--- config.mk ---
export PLATFORM = sky130hd
export DESIGN_NAME = ctr_gate_csr
export DESIGN_NICKNAME = d
export VERILOG_FILES = /design/src/rtl/ctrgate_pkg.sv /design/src/rtl/ctrgate_rst_sync.sv /design/src/rtl/ctrgate_grants.sv /design/src/rtl/ctrgate_counter.sv /design/src/rtl/ctrgate_rdmux.sv /design/src/rtl/ctr_gate_csr.sv
export SDC_FILE = /design/constraint.sdc
export NUM_CORES = 1
export LEC_CHECK = 0
export CAP_MARGIN = 20
export CORE_UTILIZATION = 40
export CTS_CLUSTER_SIZE = 20
export DETAILED_ROUTE_END_ITERATION = 10
export PLACE_DENSITY_LB_ADDON = 0.2
export SETUP_SLACK_MARGIN = 0.4
export SLEW_MARGIN = 0
export SYNTH_ARGS = -nofsm -noshare
export SYNTH_HDL_FRONTEND = slang
export SYNTH_SLANG_ARGS = --single-unit
--- constraint.sdc ---
create_clock -name clk -period 9.35 [get_ports clk]
set_clock_uncertainty 0.2 [all_clocks]
set_input_delay 1.87 -clock clk [delete_from_list [all_inputs] [get_ports clk]]
set_output_delay 1.87 -clock clk [all_outputs]
set_load 0.02 [all_outputs]
--- src/rtl/ctrgate_pkg.sv ---
package ctrgate_pkg;

  localparam int CW = 64;

  localparam logic [1:0] MODE_USER  = 2'd0;
  localparam logic [1:0] MODE_SUPER = 2'd1;
  localparam logic [1:0] MODE_MACH  = 2'd3;

  localparam logic [11:0] ADR_MGRANT = 12'h306;
  localparam logic [11:0] ADR_SGRANT = 12'h106;
  localparam logic [11:0] ADR_CYC_LO = 12'hB00;
  localparam logic [11:0] ADR_RET_LO = 12'hB02;
  localparam logic [11:0] ADR_CYC_HI = 12'hB80;
  localparam logic [11:0] ADR_RET_HI = 12'hB82;

  localparam logic [6:0] BLK_MACH_LO = 7'(12'hB00 >> 5);
  localparam logic [6:0] BLK_MACH_HI = 7'(12'hB80 >> 5);
  localparam logic [6:0] BLK_USER_LO = 7'(12'hC00 >> 5);
  localparam logic [6:0] BLK_USER_HI = 7'(12'hC80 >> 5);

  localparam logic [4:0] IDX_CYC = 5'd0;
  localparam logic [4:0] IDX_RET = 5'd2;

endpackage

--- src/rtl/ctrgate_rst_sync.sv ---
module ctrgate_rst_sync (
  input  logic clk,
  input  logic rst_n,
  output logic rst_ni
);
  logic [1:0] stage_q;

  always_ff @(posedge clk or negedge rst_n) begin
    if (!rst_n) stage_q <= 2'b00;
    else        stage_q <= {stage_q[0], 1'b1};
  end

  assign rst_ni = stage_q[1];
endmodule

--- src/rtl/ctrgate_grants.sv ---
module ctrgate_grants
  import ctrgate_pkg::*;
(
  input  logic        clk,
  input  logic        rst_ni,
  input  logic        we_m,
  input  logic        we_s,
  input  logic [31:0] wdata,
  input  logic [1:0]  priv,
  output logic [31:0] mgrant,
  output logic [31:0] sgrant,
  output logic [31:0] allow
);
  logic [31:0] mg_q, mg_d, sg_q, sg_d;

  always_comb begin
    mg_d = mg_q;
    sg_d = sg_q;
    if (we_m) mg_d = wdata;
    if (we_s) sg_d = wdata;
  end

  always_ff @(posedge clk or negedge rst_ni) begin
    if (!rst_ni) begin
      mg_q <= '0;
      sg_q <= '0;
    end else begin
      if (we_m) mg_q <= mg_d;
      if (we_s) sg_q <= sg_d;
    end
  end

  always_comb begin
    allow = '1;
    if (priv < MODE_MACH)  allow = allow & mg_q;
    if (priv < MODE_SUPER) allow = allow & sg_q;
  end

  assign mgrant = mg_q;
  assign sgrant = sg_q;


  mgrant_wr_chk: assert property (@(posedge clk) disable iff (!rst_ni)
    we_m |=> mgrant == $past(wdata));

  sgrant_wr_chk: assert property (@(posedge clk) disable iff (!rst_ni)
    we_s |=> sgrant == $past(wdata));
endmodule

--- src/rtl/ctrgate_counter.sv ---
module ctrgate_counter
  import ctrgate_pkg::*;
#(
  parameter int XLEN = 32
) (
  input  logic            clk,
  input  logic            rst_ni,
  input  logic            inc,
  input  logic            wr_lo,
  input  logic            wr_hi,
  input  logic [XLEN-1:0] wdata,
  output logic [CW-1:0]   count
);
  logic [CW-1:0] cnt_q, cnt_d;
  logic          cnt_en;

  generate
    if (XLEN == 32) begin : g_split
      always_comb begin
        cnt_d = cnt_q;
        if (wr_lo)      cnt_d = {cnt_q[CW-1:32], wdata};
        else if (wr_hi) cnt_d = {wdata, cnt_q[31:0]};
        else if (inc)   cnt_d = cnt_q + 1'b1;
      end
    end else begin : g_full
      always_comb begin
        cnt_d = cnt_q;
        if (wr_lo)    cnt_d = CW'(wdata);
        else if (inc) cnt_d = cnt_q + 1'b1;
      end
    end
  endgenerate

  assign cnt_en = inc | wr_lo | wr_hi;

  always_ff @(posedge clk or negedge rst_ni) begin
    if (!rst_ni)     cnt_q <= '0;
    else if (cnt_en) cnt_q <= cnt_d;
  end

  assign count = cnt_q;


  cnt_step_chk: assert property (@(posedge clk) disable iff (!rst_ni)
    (inc && !wr_lo && !wr_hi) |=> count == $past(count) + 1'b1);

  cnt_hold_chk: assert property (@(posedge clk) disable iff (!rst_ni)
    (!inc && !wr_lo && !wr_hi) |=> $stable(count));

  cnt_wr_chk: assert property (@(posedge clk) disable iff (!rst_ni)
    wr_lo |=> count[XLEN-1:0] == $past(wdata));
endmodule

--- src/rtl/ctrgate_rdmux.sv ---
module ctrgate_rdmux
  import ctrgate_pkg::*;
#(
  parameter int XLEN = 32
) (
  input  logic [11:0]     addr,
  input  logic [31:0]     mgrant,
  input  logic [31:0]     sgrant,
  input  logic [CW-1:0]   cyc,
  input  logic [CW-1:0]   ret,
  output logic [XLEN-1:0] data,
  output logic            gated
);
  localparam bit HAS_HI = (XLEN == 32);

  logic [6:0]    blk;
  logic [4:0]    idx;
  logic [CW-1:0] raw;

  assign blk = addr[11:5];
  assign idx = addr[4:0];

  always_comb begin
    raw   = '0;
    gated = 1'b0;
    if (addr == ADR_MGRANT) begin
      raw = {32'b0, mgrant};
    end else if (addr == ADR_SGRANT) begin
      raw = {32'b0, sgrant};
    end else if (blk == BLK_MACH_LO || blk == BLK_USER_LO) begin
      gated = (blk == BLK_USER_LO);
      if (idx == IDX_CYC)      raw = cyc;
      else if (idx == IDX_RET) raw = ret;
    end else if (HAS_HI && (blk == BLK_MACH_HI || blk == BLK_USER_HI)) begin
      gated = (blk == BLK_USER_HI);
      if (idx == IDX_CYC)      raw = {32'b0, cyc[CW-1:32]};
      else if (idx == IDX_RET) raw = {32'b0, ret[CW-1:32]};
    end
  end

  assign data = raw[XLEN-1:0];
endmodule

--- src/rtl/ctr_gate_csr.sv ---
module ctr_gate_csr
  import ctrgate_pkg::*;
#(
  parameter int XLEN = 32
) (
  input  logic            clk,
  input  logic            rst_n,
  input  logic [11:0]     csr_addr,
  input  logic [XLEN-1:0] csr_wdata,
  input  logic            csr_we,
  input  logic            csr_re,
  input  logic [1:0]      priv,
  input  logic            retire,
  output logic [XLEN-1:0] csr_rdata,
  output logic            csr_illegal
);
  localparam bit HAS_HI = (XLEN == 32);

  logic            rst_ni;
  logic [31:0]     mgrant, sgrant, allow;
  logic [CW-1:0]   cyc, ret;
  logic [XLEN-1:0] mux_data;
  logic            mux_gated;
  logic            we_m, we_s, cyc_lo, cyc_hi, ret_lo, ret_hi;
  logic [XLEN-1:0] rdata_q, rdata_d;
  logic            ill_q, ill_d;

  ctrgate_rst_sync u_sync (.clk(clk), .rst_n(rst_n), .rst_ni(rst_ni));

  assign we_m   = csr_we && (csr_addr == ADR_MGRANT);
  assign we_s   = csr_we && (csr_addr == ADR_SGRANT);
  assign cyc_lo = csr_we && (csr_addr == ADR_CYC_LO);
  assign ret_lo = csr_we && (csr_addr == ADR_RET_LO);
  assign cyc_hi = HAS_HI && csr_we && (csr_addr == ADR_CYC_HI);
  assign ret_hi = HAS_HI && csr_we && (csr_addr == ADR_RET_HI);

  ctrgate_grants u_grants (
    .clk(clk), .rst_ni(rst_ni), .we_m(we_m), .we_s(we_s),
    .wdata(csr_wdata[31:0]), .priv(priv),
    .mgrant(mgrant), .sgrant(sgrant), .allow(allow)
  );

  ctrgate_counter #(.XLEN(XLEN)) u_cyc (
    .clk(clk), .rst_ni(rst_ni), .inc(1'b1), .wr_lo(cyc_lo), .wr_hi(cyc_hi),
    .wdata(csr_wdata), .count(cyc)
  );

  ctrgate_counter #(.XLEN(XLEN)) u_ret (
    .clk(clk), .rst_ni(rst_ni), .inc(retire), .wr_lo(ret_lo), .wr_hi(ret_hi),
    .wdata(csr_wdata), .count(ret)
  );

  ctrgate_rdmux #(.XLEN(XLEN)) u_mux (
    .addr(csr_addr), .mgrant(mgrant), .sgrant(sgrant), .cyc(cyc), .ret(ret),
    .data(mux_data), .gated(mux_gated)
  );

  always_comb begin
    ill_d   = csr_re && mux_gated && !allow[csr_addr[4:0]];
    rdata_d = '0;
    if (csr_re && !ill_d) rdata_d = mux_data;
  end

  always_ff @(posedge clk or negedge rst_ni) begin
    if (!rst_ni) begin
      rdata_q <= '0;
      ill_q   <= 1'b0;
    end else begin
      rdata_q <= rdata_d;
      ill_q   <= ill_d;
    end
  end

  assign csr_rdata   = rdata_q;
  assign csr_illegal = ill_q;


  mach_legal_chk: assert property (@(posedge clk) disable iff (!rst_ni)
    (csr_re && priv == MODE_MACH) |=> !csr_illegal);

  ill_zero_chk: assert property (@(posedge clk) disable iff (!rst_ni)
    csr_illegal |-> csr_rdata == '0);

  idle_zero_chk: assert property (@(posedge clk) disable iff (!rst_ni)
    !csr_re |=> (csr_rdata == '0 && !csr_illegal));

  evsel_zero_chk: assert property (@(posedge clk) disable iff (!rst_ni)
    (csr_re && csr_addr >= 12'h323 && csr_addr <= 12'h33F) |=> csr_rdata == '0);
endmodule

# Word level (Yosys, flattened, before mapping)
# Index checks and enable logic that the tools add are counted.
# classes
add_sub_neg	2
n_mul	0
div_mod_pow	0
order_cmp	3
eq_ne	13
shift	0
n_mux	22
n_bitwise	4
reduce_logical	18
# op_table
op	count
$mux 32	13
$mux 64	3
$add 64x1->64 const B	2
$eq 12x12->1 const B	4
$and 32x32->32	1
$eq 7x7->1 const B	4
$eq 12x10->1 const B	1
$eq 12x9->1 const B	1
$logic_and 1x1->1	9
$lt 5x6->1 const B	1
$reduce_and 3->1	2
$bmux 1 s5	1
$eq 5x2->1 const B	1
$logic_not 5->1	1
$mux 1	5
$reduce_bool 2->1	2
$logic_not 1->1	2
$logic_or 1x1->1	2
$lt 2x1->1 const B	1
$lt 2x2->1 const B	1
$ne 2x1->1 const B	1
$ne 2x2->1 const B	1
$or 1x1->1	2
$not 1->1	1
# word_totals
regBits	227
latch_bits	0
ram_bits	0
rom_bits	0
inputBits	51
out_inout_bits	33
word_cells	71
memories	0

# Depth between registers and ports, before layout
# logic_depth
word_depth	11
depth_mapped	10
depth_no_buf	7

# Modules after synthesis
# From an unflattened synthesis, not the netlist that was laid out.
# hier_totals
hier_cells	1520
area_unflattened_um2	15021.9
# modules_own_cells
mod	instances	cells_per_inst	area_per_inst_um2	seq_area_each_um2
ctrgate_counter	2	482	4041.4	1601.5
ctrgate_grants	1	246	3205.6	1601.5
ctr_gate_csr	1	151	1856.8	825.8
ctrgate_rdmux	1	156	1823.0	0.0
ctrgate_rst_sync	1	3	53.8	50.0

# Worst setup path after synthesis
# No wires, ideal clock.
# synth_timing
path_type	in2reg
from	in csr_addr[9]
to	reg u_cyc.cnt_q[18] (netlist: u_cyc.count[18])
setup_time_ps	121
arrival_time_ps	3734
required_ps	9029
setup_slack_ps	5295
cell_stages	10
n_path_buf	4
path_cell_list	clkbuf_1 -> and3b_1 -> nand3_1 -> clkbuf_1 -> a21oi_1 -> buf_2 -> buf_1 -> nor2_1 -> a22oi_1 -> nand2_1
# synth_via
elab_chain_cells	3
word_cells_on_any_way	6
classes_between	3 x eq/ne; 1 x mux; 2 x reduce/logical
# synth_rtl
item	line_no	rtl
start: declaration	ctr_gate_csr.sv:8	input logic [11:0] csr_addr,
$eq 12x12->1, on equally long branches	ctr_gate_csr.sv:32, ctr_gate_csr.sv:34	
$logic_and 1x1->1, on equally long branches	ctr_gate_csr.sv:32, ctr_gate_csr.sv:34	
$ne 2x2->1 (no source line) or $mux 32 (tied branches)	--	
end signal: assignment	ctrgate_counter.sv:38	else if (cnt_en) cnt_q <= cnt_d;
end: declaration	ctrgate_counter.sv:14	logic [CW-1:0] cnt_q, cnt_d;
# Parallel ways exist; a longest one is shown, timed or not.
# A chain may end at the register's enable or synchronous reset.

# Worst setup path in the final report
# layout_timing
from	in csr_addr[0]
to	reg u_cyc.cnt_q[16] (netlist: u_cyc.count[16])
# Same word-level chain as after synthesis.

==> reports/results.tsv <==
metric	value	unit
synthFlopType	dfrtp_1	
grt_usage	0.272	
viasPerCell	6.50	
start_util	0.409	
cts_hold_buf	0	
totalNegativeSetupSlack	0	ns
holdWs	0.151	ns
synthCells	1468	
required	9.58	ns
yosys_warnings	0	
antenna_found_initial	0	
drc	0	
cts_setup_buffers	0	
worst_ep_arrival_time	5.52	ns
synthMuxAreaShare	0.131	
rows	67	
grt_pass1_vias	12000	
period_needed	5.30	ns
yosysSeqAreaShare	0.412	
antenna_cells	0	
wl_per_cell	24.6	microns
grt_max_degree	166	
relSlewSlack	0.235	
h-tree-depth	1	
power	2.39	mW
root_buffer	clkbuf_16	
status	finished clean	
synth_edf_count	0	
cts_buffers	27	
cts.sinks	227	
ff2ff_path_depth	6	
yosysTopAreaCell	dfrtp_1	
postSynthAreaPerCell	9.39	sq um
coreArea	33700	sq um
cpMaxStageDelayCell	buf_4	
min_path_type	reg -> reg	
tightest_slew	1.14	ns
yosysTopAreaCellShare	0.412	
synthAdderAreaFrac	0.00181	
crit_path_start	csr_addr[0]	
hold_viol_final	0	
drt_wl_total	48.1	mm
ys_ff_latch	227	
cp_common_cell	nor2_1	
fmax	0.189	GHz
vdd_drop_max	0.000135	V
grt_overflow	0	
n_fill_cell	3192	
reg2reg_from	u_cyc.count[10]$_DFFE_PN0P_	
clkLatencyLatePin	0.56	ns
fin_crit_sh	0.566	
path_buf_inv	2	
dieHeight	188	microns
critPathCapture	u_cyc.count[16]$_DFFE_PN0P_	
drive_gt1_frac	0.120	
drt_iter0_drc	1552	
synth-compound-area-share	0.165	
ys_types	70	
r2r-end	u_cyc.count[36]$_DFFE_PN0N_	
ant_nets	0	
io_buffers	83	
synth_top_family_by_area	simple AND/OR/NAND/NOR gates	
syn_to_final_growth	14.4	%
vias	12700	
cp-start-kind	input pin	
cts_buffer_depth	3	
crit_path_end_kind	register	
setup-violations-final	0	
cts-resized-gates	0	
place_hpwl	33.7	mm
reg2reg_slack	5.69	ns
rsz0062_at_grt	no	
syn_nets	1521	
clk_pin_slew	0.06	ns
finalCoreUtilization	0.468	
grt_pass1_wl	74.3	mm
path_cells	clkdlybuf4s50_1 > nor2_1 > nand3_1 > nor2_4 > buf_4 > nor2_1 > and3_1 > a221o_1	
cp_max_fo	94	
p_per_area	152	nW/um^2
nNetsFinal	1541	
synth-async-reset-ratio	1.00	
maxCapViolCount	0	
cpPeakStageDelay	0.79	ns
drv_slew	0	
path_depth	8	
dr.pass1.iters	6	
die_x	188	microns
place_congestion	0.937	
die_area	35200	sq um
criticalPathCategory	in -> reg	
io_pins	84	
yosys.area_share.xor_xnor	0.0216	
p_leak	6.31	nW
cts_tree	yes	
synthSimpleGateAreaFrac	0.224	
cp_top_family	simple AND/OR/NAND/NOR gates	
syn_area	13800	sq um
synth.area.top_cells	dfrtp_1, mux2_2, mux4_2	
-- metal layers --
| layer | share of wire | wire length (microns) | track usage |
|---|---|---|---|
| met3 | 0.086 | 4130 | 0.0421 |
| met2 | 0.43 | 20900 | 0.412 |
| met5 | 0 | 0 | 0 |
| met1 | 0.45 | 21600 | 0.401 |
| met4 | 0.031 | 1470 | 0.0772 |
-- cells in the final DEF, fill, tap and decap left out, types with 7 or more instances in the layout --
master and n:
xor2_1 13, dfrtp_1 226, nand2_1 141, nor2_1 55, or4_1 18, xnor2_1 21, inv_1 47, o311ai_0 17
nor4_1 18, mux2_2 64, clkbuf_16 27, nand3_1 105, o211ai_1 21, or2_2 7, nand2b_1 7, o221ai_1 22
mux4_2 32, o21ai_0 97, a21oi_1 31, clkbuf_1 12, clkdlybuf4s50_1 80, and2_1 12, nor3b_1 7, a22oi_1 26
o22ai_1 49, mux2i_1 36, buf_4 15, and4_1 15, nand4_1 52, or3_1 13, and3_1 61, a31oi_1 13
nor3_1 37, a221o_1 15
-- cells by family (layout without fill, tap and decap cells) --
family,count (synthesis),count (layout)
AND/OR/NAND/NOR,578,578
other,1,1
AO/OA/AOI/OAI,338,338
adder cells (fa/ha/maj),2,2
XOR/XNOR,34,34
buffers and inverters,156,197
flip-flops,227,227
multiplexers,132,132
-- layout make-up --
class,instances,area (sq um),share of cell area
clock buffer,43,776,0.0492
multi-input combinational,1085,7530,0.478
clock inverter,7,77.6,0.00492
tap,448,561,0.0355
timing repair buffer,100,963,0.0611
inverter,47,176,0.0112
sequential,227,5680,0.360
-- state kept, by name (all words and copies together) (netlist names) --
register / count
u_cyc.count: 64
u_ret.count: 64
csr_rdata: 32
u_grants.mgrant: 32
u_grants.sgrant: 32
u_sync.stage_q: 2
csr_illegal: 1
-- stage by stage --
step | std cells | instance area [sq um] | worst slack (ns)
final | 1957 | 15800 | 4.05
after global routing | 1957 | 15800 | 3.92
after CTS | 1956 | 15800 | 4.23
after detailed placement | 1906 | 14900 | 3.68
after global placement | 1906 | 14900 | 3.66
after floorplan | 1468 | 13800 | 2.36
-- power by group --
group	switching [mW]	internal (mW)
clock network	0.436	0.597
registers	0.0784	1.03
logic	0.144	0.109
total	0.658	1.73
-- cell usage after synthesis (all sizes together), types with 26 or more instances --
cell,number
nand3,105
mux4,32
o22ai,49
dfrtp,227
nand4,53
inv,47
a22oi,26
mux2i,36
o21ai,100
and3,61
nor2,59
a21oi,32
mux2,64
nand2,141
nor3,38
clkbuf,86
-- how the worst min path moves through the flow --
stage,slack [ns],endpoint,depth (start not counted),startpoint
after floorplan,0.13,u_sync.stage_q[1]$_DFF_PN0_,0,u_sync.stage_q[0]$_DFF_PN0_
after global placement,0.14,u_sync.stage_q[1]$_DFF_PN0_,0,u_sync.stage_q[0]$_DFF_PN0_
after detailed placement,0.14,u_sync.stage_q[1]$_DFF_PN0_,0,u_sync.stage_q[0]$_DFF_PN0_
after CTS,0.15,u_sync.stage_q[1]$_DFF_PN0_,0,u_sync.stage_q[0]$_DFF_PN0_
after global routing,0.15,u_sync.stage_q[1]$_DFF_PN0_,0,u_sync.stage_q[0]$_DFF_PN0_
final,0.15,u_sync.stage_q[1]$_DFF_PN0_,0,u_sync.stage_q[0]$_DFF_PN0_
(Power assumes the default switching activity.)
